<file path="src/rtl/cnvseq_pkg.sv">
package cnvseq_pkg;
   typedef enum logic [1:0] {
      SQ_TRACK = 2'd0,
      SQ_WAIT  = 2'd1,
      SQ_CONV  = 2'd2
   } seq_state_t;

   function automatic int conv_total(input int bits, input int setup);
      return bits + setup;
   endfunction
endpackage

</file>
<file path="src/rtl/cnvseq_sync.sv">
module cnvseq_sync #(
   parameter int STAGES = 2
) (
   input  logic clk,
   input  logic rst_n,
   input  logic din,
   output logic rise
);
   generate
      if (STAGES < 2) begin : g_bad
         $error("cnvseq_sync: STAGES must be at least 2");
      end
   endgenerate

   logic [STAGES:0] chain;

   always_ff @(posedge clk or negedge rst_n) begin
      if (!rst_n) chain <= '0;
      else        chain <= {chain[STAGES-1:0], din};
   end

   assign rise = chain[STAGES-1] & ~chain[STAGES];
endmodule

</file>
<file path="src/rtl/cnvseq_settle.sv">
module cnvseq_settle #(
   parameter int LEN_W = 8
) (
   input  logic             clk,
   input  logic             rst_n,
   input  logic             restart,
   input  logic [LEN_W-1:0] len,
   output logic             active
);
   generate
      if (LEN_W < 1) begin : g_bad
         $error("cnvseq_settle: LEN_W must be positive");
      end
   endgenerate

   logic [LEN_W-1:0] remain;

   always_ff @(posedge clk or negedge rst_n) begin
      if (!rst_n)              remain <= '0;
      else if (restart)        remain <= len;
      else if (remain != '0)   remain <= remain - 1'b1;
   end

   assign active = (remain != '0);
endmodule

</file>
<file path="src/rtl/cnvseq_ctrl.sv">
module cnvseq_ctrl
   import cnvseq_pkg::*;
#(
   parameter int CONV_BITS = 12,
   parameter int SETUP_CYC = 2
) (
   input  logic clk,
   input  logic rst_n,
   input  logic start_rise,
   input  logic settle_active,
   output logic hold,
   output logic busy,
   output logic eoc
);
   localparam int TOTAL = conv_total(CONV_BITS, SETUP_CYC);
   localparam int CW    = (TOTAL > 1) ? $clog2(TOTAL) : 1;

   generate
      if (CONV_BITS < 1 || SETUP_CYC < 0) begin : g_bad
         $error("cnvseq_ctrl: bad conversion length");
      end
   endgenerate

   seq_state_t       state, state_n;
   logic [CW-1:0]    step, step_n;
   logic             eoc_n;
   logic             last_step;

   assign last_step = (step == CW'(TOTAL - 1));

   always_comb begin
      state_n = state;
      step_n  = step;
      eoc_n   = 1'b0;
      unique case (state)
         SQ_TRACK: begin
            if (start_rise) begin
               step_n  = '0;
               state_n = settle_active ? SQ_WAIT : SQ_CONV;
            end
         end
         SQ_WAIT: begin
            if (!settle_active) begin
               step_n  = '0;
               state_n = SQ_CONV;
            end
         end
         SQ_CONV: begin
            if (last_step) begin
               state_n = SQ_TRACK;
               step_n  = '0;
               eoc_n   = 1'b1;
            end else begin
               step_n = step + 1'b1;
            end
         end
         default: state_n = SQ_TRACK;
      endcase
   end

   always_ff @(posedge clk or negedge rst_n) begin
      if (!rst_n) begin
         state <= SQ_TRACK;
         step  <= '0;
         eoc   <= 1'b0;
      end else begin
         state <= state_n;
         step  <= step_n;
         eoc   <= eoc_n;
      end
   end

   assign busy = (state == SQ_CONV);
   assign hold = busy;
endmodule

</file>
<file path="src/rtl/cnvstart_seq.sv">
module cnvstart_seq #(
   parameter int SYNC_STAGES = 2,
   parameter int LEN_W       = 8,
   parameter int CONV_BITS   = 12,
   parameter int SETUP_CYC   = 2
) (
   input  logic             clk,
   input  logic             rst_n,
   input  logic             conv_start_i,
   input  logic             chan_chg_i,
   input  logic [LEN_W-1:0] settle_len_i,
   output logic             hold_o,
   output logic             busy_o,
   output logic             eoc_o
);
   logic start_rise;
   logic settle_active;

   cnvseq_sync #(.STAGES(SYNC_STAGES)) u_sync (
      .clk  (clk),
      .rst_n(rst_n),
      .din  (conv_start_i),
      .rise (start_rise)
   );

   cnvseq_settle #(.LEN_W(LEN_W)) u_settle (
      .clk    (clk),
      .rst_n  (rst_n),
      .restart(chan_chg_i),
      .len    (settle_len_i),
      .active (settle_active)
   );

   cnvseq_ctrl #(.CONV_BITS(CONV_BITS), .SETUP_CYC(SETUP_CYC)) u_ctrl (
      .clk          (clk),
      .rst_n        (rst_n),
      .start_rise   (start_rise),
      .settle_active(settle_active),
      .hold         (hold_o),
      .busy         (busy_o),
      .eoc          (eoc_o)
   );
endmodule

</file>
<file path="config.mk">
export PLATFORM = sky130hd
export DESIGN_NAME = cnvstart_seq
export DESIGN_NICKNAME = d
export VERILOG_FILES = /design/src/rtl/cnvseq_pkg.sv /design/src/rtl/cnvseq_sync.sv /design/src/rtl/cnvseq_settle.sv /design/src/rtl/cnvseq_ctrl.sv /design/src/rtl/cnvstart_seq.sv
export SDC_FILE = /design/constraint.sdc
export NUM_CORES = 1
export LEC_CHECK = 0
export CAP_MARGIN = 20
export CORE_MARGIN = 8
export CORE_UTILIZATION = 45
export CTS_BUF_LIST = sky130_fd_sc_hd__clkbuf_8
export DETAILED_ROUTE_END_ITERATION = 12
export GPL_ROUTABILITY_DRIVEN = 0
export PLACE_DENSITY = 0.69
export SLEW_MARGIN = 20
export SYNTH_ARGS = -nofsm -noshare
export SYNTH_HDL_FRONTEND = slang
export SYNTH_SLANG_ARGS = --single-unit
</file>
<file path="constraint.sdc">
create_clock -name clk -period 2.1 [get_ports clk]
set_input_delay 0.525 -clock clk [delete_from_list [all_inputs] [get_ports clk]]
set_output_delay 0.525 -clock clk [all_outputs]
set_load 0.1 [all_outputs]
</file>
---- Word level (Yosys, flattened, before mapping) ----
Index checks and enable logic that the tools add are counted.
cells by class
  add/subtract/negate cells ............... 2
  multiply operators ...................... 0
  divide/modulo/power cells ............... 0
  magnitude comparators ................... 0
  eq/ne operators ......................... 6
  shifts and indexed selects .............. 0
  multiplexer cells ....................... 13
  bitwise gates (word level) .............. 2
  reductions and logical operators ........ 6
operators by type and width
  operator                                                number
  2-to-1 mux 8 bit                                        2
  2-to-1 mux 4 bit                                        3
  case mux 4 bit (3 select lines)                         1
  2-to-1 mux 2 bit                                        4
  nonzero test 8 bit                                      1
  subtractor 8 x 1 -> 8 bit (second input constant)       1
  case mux 2 bit (3 select lines)                         1
  AND reduction 3 bit                                     2
  adder 4 x 1 -> 4 bit (second input constant)            1
  == test 4 bit (second input constant)                   1
  inequality test 2 bit (second input constant)           2
  nonzero test 3 bit                                      1
  == test 2 x 1 -> 1 bit (second input constant)          1
  == test 2 bit (second input constant)                   1
  zero test 2 bit                                         1
  2-to-1 mux 1 bit                                        2
  inequality test 2 x 1 -> 1 bit (second input constant)  1
  nonzero test 2 bit                                      1
  AND 1 bit                                               1
  NOT 1 bit                                               1
storage, ports and cells
  register bits after elaboration ......... 18
  latch bits .............................. 0
  memory bits (writable) .................. 0
  ROM bits ................................ 0
  input port bits ......................... 12
  output and inout port bits .............. 3
  memories ................................ 0

---- Longest topological paths before layout ----
Gate-level depths: netlist of the first run.
  depth in word-level cells ............... 4
  depth in mapped cells ................... 6

---- Modules after synthesis ----
From an unflattened synthesis of the first run, not the netlist that was laid out.
unflattened totals
  cell total of the unflattened synthesis .. 90
  area total of the unflattened synthesis .. 909.6 µm²
by module, submodules not included
  module         times used  cells each  area each (µm²)  sequential area each (µm²)
  cnvseq_settle  1           55          490.5            200.2
  cnvseq_ctrl    1           31          330.3            175.2
  cnvseq_sync    1           4           88.8             75.1

---- Worst setup path after synthesis of the first run ----
Ideal clock, no wire load.
  path type ............................... reg-to-output
  start ................................... register u_ctrl.state[0]
  end ..................................... output hold_o
  data arrival time ....................... 2.309 ns
  slack ................................... -0.734 ns
  cell stages (with the launch flop) ...... 3
  buffers on the path ..................... 1
  path through ............................ dfrtp_1 > nor2b_1 > buf_4
on the way
  cells in the longest elaborated chain, start to end .. 1
ends and longest elaborated chain
  what                    RTL line            text
  from (decl)             cnvseq_ctrl.sv:24   seq_state_t state, state_n;
  from (signal assigned)  cnvseq_ctrl.sv:67   state <= state_n;
  == test 2 bit           cnvseq_ctrl.sv:73   assign busy = (state == SQ_CONV);
  to (decl)               cnvstart_seq.sv:12  output logic hold_o,
Every way passes these cells.

---- Worst setup path in the final report of the first run ----
  start ................................... register u_settle.remain[4]
  end ..................................... register u_settle.remain[7]
on the way
  cells in the longest elaborated chain, start to end .. 3
ends and longest elaborated chain
  what                       RTL line             text
  from (decl)                cnvseq_settle.sv:16  logic [LEN_W-1:0] remain;
  from (signal assigned)     cnvseq_settle.sv:20  else if (restart) remain <= len;
  from (signal assigned)     cnvseq_settle.sv:21  else if (remain != '0) remain <= remain - 1'b1;
  subtractor 8 x 1 -> 8 bit  cnvseq_settle.sv:21
  2-to-1 mux 8 bit           cnvseq_settle.sv:21
  2-to-1 mux 8 bit           cnvseq_settle.sv:20
Parallel ways exist; a longest one is shown, timed or not. The select of a mux whose other input is x is not followed.
A chain may end at the register's enable or synchronous reset.

==> results.json, run 1 <==
{
  "status": "finished, final reports clean",
  "ys_warn_count": 0,
  "max_freq_ghz": 0.538,
  "grt_overflow": 0,
  "core_area_um2": 1940,
  "finalSetupViolCount": 0,
  "clkTransAtPathRegs_ns": 0.07,
  "finalPower_mw": 0.762,
  "cp.arrival_ns": 2.00,
  "critPathMaxFanout": 5,
  "viasPerCell": 5.24,
  "crit_slowest_cell": "or4_4",
  "dieArea_um2": 3740,
  "io_pins": 15,
  "drive_gt1_frac": 0.175,
  "cp-end-kind": "register",
  "netlist_instances": 86,
  "die_w_um": 61.1,
  "h-tree-depth": 1,
  "peakVddDrop_v": 0.000512,
  "drt-total-wl_um": 1700,
  "io_buffers": 14,
  "synth_top_family_by_area": "simple AND/OR/NAND/NOR gates",
  "synth_area_um2": 917,
  "first_pass_iters": 4,
  "grt_max_degree": 19,
  "slew_headroom": 0.708,
  "postCtsSetupBuffers": 0,
  "synth_fp_nets": 101,
  "hold_viol_final": 0,
  "cts_buffer_depth": 2,
  "cellLeakagePower_nw": 0.498,
  "rows": 16,
  "synth_compound_area_frac": 0.142,
  "syn_avg_cell_area_um2": 10.7,
  "drcViolationCount": 0,
  "chipHeight_um": 61.1,
  "cp-start-kind": "register",
  "min_from": "u_sync.chain[0]",
  "yosysSeqAreaShare": 0.491,
  "period_share": 0.885,
  "hold_path.class": "reg -> reg",
  "postPlaceCellArea_um2": 1120,
  "ant_nets": 0,
  "initial_utilization": 0.472,
  "yosys.area_share.adder": 0.0409,
  "synth-simple-area-share": 0.217,
  "nFillCells": 182,
  "r2r-start": "u_settle.remain[4]",
  "area_growth_syn_to_layout_pct": 26.6,
  "cts_root_buffer": "clkbuf_8",
  "synth-seq-cells": 18,
  "tightest_slew_ns": 0.435,
  "muxShareOfSynthArea": 0.0477,
  "wl_per_cell_um": 13.0,
  "via_count": 681,
  "cts_inserted_buffers": 3,
  "crit_path_max_incr_delay_ns": 0.57,
  "first_global_vias": 708,
  "cts-resized-gates": 0,
  "fin_setup_tns_ns": 0,
  "synth.distinct_cells": 33,
  "synth-xor-area-share": 0.0286,
  "grt_pass1_wl_um": 3080,
  "cts_num_sinks": 18,
  "drtIter0Drc": 13,
  "diodes": 0,
  "fin_area_um2": 1160,
  "cts_tree": "yes",
  "drv_slew": 0,
  "p_per_area_nw_per_um2": 656,
  "grt_usage": 0.111,
  "hpwl_um": 1260,
  "crit_chain": "or4_4 -> nor4_2 -> mux2_1 -> mux2_2",
  "antenna_found_initial": 0,
  "cts.hold.buffers_added": 0,
  "drv_cap": 0,
  "nets": 120,
  "post-route-min-period_ns": 1.86,
  "setup.worst_path.start": "u_settle.remain[4]",
  "rsz0062_at_grt": "no",
  "clock_latency_ns": 0.25,
  "crit_type": "reg -> reg",
  "skew_ns": 0.00629,
  "required_ns": 2.24
}
worst max-delay path: cells and delay by family (launching register included):
family | cells | cell delay [ns]
flip-flops | 1 | 0.42
multiplexers | 2 | 0.59
AND/OR/NAND/NOR | 2 | 0.73
worst paths after layout:
kind                       cells after the start            endpoint  slack (ns)
setup / recovery                               4  u_settle.remain[7]        0.24
hold / removal                                 0     u_sync.chain[1]        0.35
setup reg to reg                               4  u_settle.remain[7]        0.24
hold reg to reg                                0     u_sync.chain[1]        0.35
max in group asynchronous                      2          u_ctrl.eoc        1.29
min in group asynchronous                      2      u_ctrl.step[2]        0.60
cell families after synthesis:
family / after synthesis
adder cells (fa/ha/maj): 3
AND/OR/NAND/NOR: 33
multiplexers: 4
buffers and inverters: 7
AO/OA/AOI/OAI: 18
flip-flops: 18
XOR/XNOR: 3
cells in the final DEF (no fill, tap or decap), types with 2 or more instances in the layout:
master and n:
buf_4 3, nand2_1 8, a21oi_1 5, a211o_1 2, mux2_2 2, nor3b_1 2, inv_1 5, o31ai_1 2
buf_12 2, clkbuf_8 3, o21ai_0 3, nand3_1 2, ha_1 3, xnor2_1 3, clkdlybuf4s50_1 11, dfrtp_1 18
nor2_1 5, nor2b_1 3, or3_1 2, nor3_1 3
layout make-up:
type                    count  area, um^2  area share
well taps                  27        33.8      0.0291
inverters                   5        18.8      0.0162
repair buffers             16         173       0.149
flip-flops and latches     18         450       0.388
multi-input cells          61         444       0.383
clock buffers               3        41.3      0.0356
metrics by stage:
step,instances,worst slack (ns),util,hold WS [ns]
floorplan,86,0.221,-,0.229
global placement,127,0.266,0.577,0.335
detailed placement,127,0.248,0.577,0.338
CTS,130,0.234,0.598,0.354
global route,130,0.0936,0.598,0.365
finish,130,0.241,0.598,0.350
cell usage after synthesis:
cell,n,area (um^2)
inv_1,5,18.8
o21ai_0,3,15.0
nor2b_1,4,25.0
nor2_2,1,6.26
nor4_2,1,12.5
a211o_1,2,17.5
or3_1,2,12.5
nor2_1,5,18.8
nand2_1,8,30.0
mux2_1,1,11.3
dfrtp_1,18,450
a21o_1,1,7.51
xnor2_1,3,26.3
buf_4,1,7.51
a41oi_2,1,16.3
nor4_1,1,6.26
a21oi_1,5,25.0
nor3b_4,1,18.8
o21ba_2,1,10.0
clkbuf_1,1,3.75
or4_4,1,11.3
and4b_1,1,10.0
mux2_2,2,22.5
ha_1,3,37.5
o21ai_1,1,5.00
nand3b_1,1,7.51
o31a_2,1,10.0
nand3_1,2,10.0
nor3_1,3,15.0
nor3b_1,2,15.0
o2bb2ai_1,1,8.76
mux2i_1,1,10.0
o31ai_1,2,15.0
where the power goes:
part | internal (mW) | switching, mW
registers | 0.374 | 0.0319
logic | 0.0663 | 0.0525
clock network | 0.127 | 0.110
total | 0.567 | 0.194
routing by layer:
layer / share of wire / GRT usage
met4: 0.023 / 0.0598
met2: 0.49 / 0.190
met1: 0.43 / 0.122
met5: 0 / 0
met3: 0.055 / 0.0292
flip-flops by register name (all words and copies together), names as in the netlist:
name             count
u_ctrl.state         2
u_ctrl.step          4
u_settle.remain      8
u_ctrl.eoc           1
u_sync.chain         3
Power figures use the tool's default switching activity.
==> run 2, diff against run 1 <==
CELL_PAD_IN_SITES_DETAIL_PLACEMENT = 0   (was unset)
CELL_PAD_IN_SITES_GLOBAL_PLACEMENT = 1   (was unset)
CORE_UTILIZATION = 42   (was 45)
PLACE_DENSITY = unset   (was 0.69)
PLACE_DENSITY_LB_ADDON = 0.1   (was unset)
==> results.json, run 2 (synthesized netlist as in run 1, its figures left out) <==
{
  "gr-usage-met2": 0.146,
  "required_ns": 2.24,
  "fin_hold_ws_ns": 0.355,
  "via_count": 669,
  "cp.arrival_ns": 2.03,
  "tightest_slew_ns": 0.612,
  "diodes": 0,
  "hold_viol_final": 0,
  "clock_latency_ns": 0.25,
  "holdPathStages": 0,
  "chipHeight_um": 62.7,
  "first_pass_iters": 4,
  "reg2reg_depth": 4,
  "finalSetupViolCount": 0,
  "rsz0062_at_grt": "no",
  "crit_type": "reg -> reg",
  "drive_gt1_frac": 0.183,
  "drv_slew": 0,
  "first_global_vias": 722,
  "io_buffers": 14,
  "cts_buffer_depth": 2,
  "ant_nets": 0,
  "drv_cap": 0,
  "io_pins": 15,
  "r2r-end": "u_settle.remain[7]",
  "die_w_um": 62.7,
  "grt_usage": 0.101,
  "clkTransAtPathRegs_ns": 0.07,
  "grt_pass1_wl_um": 3280,
  "h-tree-depth": 1,
  "r2r-start": "u_settle.remain[5]",
  "holdPathEnd": "u_sync.chain[1]",
  "max_freq_ghz": 0.528,
  "p_per_area_nw_per_um2": 685,
  "post-route-min-period_ns": 1.89,
  "top_usage_layer": "met2",
  "preCtsSetupSlack_ns": 0.196,
  "fin_setup_tns_ns": 0,
  "drt-total-wl_um": 1790,
  "skew_ns": 0.00273,
  "area_growth_syn_to_layout_pct": 28.2,
  "cts_tree": "yes",
  "drtIter0Drc": 11,
  "largest_registers": "u_settle.remain (8), u_ctrl.step (4), u_sync.chain (3)",
  "critPathMaxFanout": 3,
  "peakVddDrop_v": 0.000382,
  "grt_max_degree": 19,
  "nets": 120,
  "wl_per_cell_um": 13.5,
  "cellLeakagePower_nw": 0.505,
  "largest-register": "u_settle.remain",
  "cts-resized-gates": 0,
  "rows": 17,
  "fin_util": 0.553,
  "cp-start-kind": "register",
  "core_area_um2": 2130,
  "drcViolationCount": 0,
  "initial_utilization": 0.431,
  "slew_headroom": 0.588,
  "antenna_found_initial": 0,
  "cts_root_buffer": "clkbuf_8",
  "cts.hold.buffers_added": 0,
  "viasPerCell": 5.07,
  "min_from": "u_sync.chain[0]",
  "status": "finished, final reports clean",
  "cts_inserted_buffers": 3,
  "r2r_slack_ns": 0.21,
  "mostFrequentLayoutCells": "dfrtp_1, clkdlybuf4s50_1, nand2_1",
  "hold_path.class": "reg -> reg",
  "setup_slack_ns": 0.207,
  "met3_usage": 0.0341,
  "period_share": 0.901,
  "cts_num_sinks": 18,
  "largest_reg_flops": 8,
  "met1_usage": 0.135,
  "grt_overflow": 0,
  "postCtsSetupBuffers": 0,
  "dieArea_um2": 3940,
  "cp-end-kind": "register",
  "hpwl_um": 1380,
  "final_common_cell": "dfrtp_1"
}
[run 2: cell types whose count changed in the layout (fill, tap and decap cells not counted), sizes merged]
cell and change:
clkbuf +1
[run 2: cell type report]
cell class | instances | area (um^2)
Inverter | 5 | 18.8
Fill cell | 191 | 951
Tap cell | 28 | 35.0
Multi-Input combinational cell | 61 | 444
Sequential cell | 18 | 450
Timing Repair Buffer | 16 | 173
Clock buffer | 4 | 55.1
[run 2: per-layer routing]
| layer | vias to the layer above | part of all wire |
|---|---|---|
| met1 | 313 | 0.53 |
| met5 | - | 0 |
| met3 | 2 | 0.042 |
| met4 | 0 | 0.0078 |
| met2 | 12 | 0.42 |
| li1 | 342 | - |
[run 2: metrics by stage]
stage                     cell area [um^2]  power [mW]  instances
after floorplan                        925       0.482         86
after global placement                1120       0.533        128
after detailed placement              1120       0.538        128
after CTS                             1180       0.822        132
after global routing                  1180       0.861        132
final                                 1180       0.805        132
[run 2: critical path, stage by stage, from the launching register on]
cell     delay [ns]
dfrtp_1        0.40
or4_4          0.58
nor4_2         0.19
mux2_1         0.35
mux2_2         0.26
[run 2: worst max-delay path by stage]
stage                       start                  to  slack, ns
4_1_cts        u_settle.remain[5]  u_settle.remain[7]       0.19
3_3_place_gp   u_settle.remain[5]  u_settle.remain[7]       0.26
5_1_grt        u_settle.remain[5]  u_settle.remain[7]       0.09
2_1_floorplan     u_ctrl.state[0]              hold_o       0.22
3_5_place_dp   u_settle.remain[5]  u_settle.remain[7]       0.20
6_report       u_settle.remain[5]  u_settle.remain[7]       0.21
[run 2: where the power goes]
part | total [mW] | leakage, nW | switching (mW) | internal, mW
sequential | 0.406 | 0.222 | 0.0329 | 0.374
clock | 0.275 | 0.0288 | 0.109 | 0.166
combinational | 0.124 | 0.254 | 0.0558 | 0.0681
total | 0.805 | 0.505 | 0.197 | 0.608
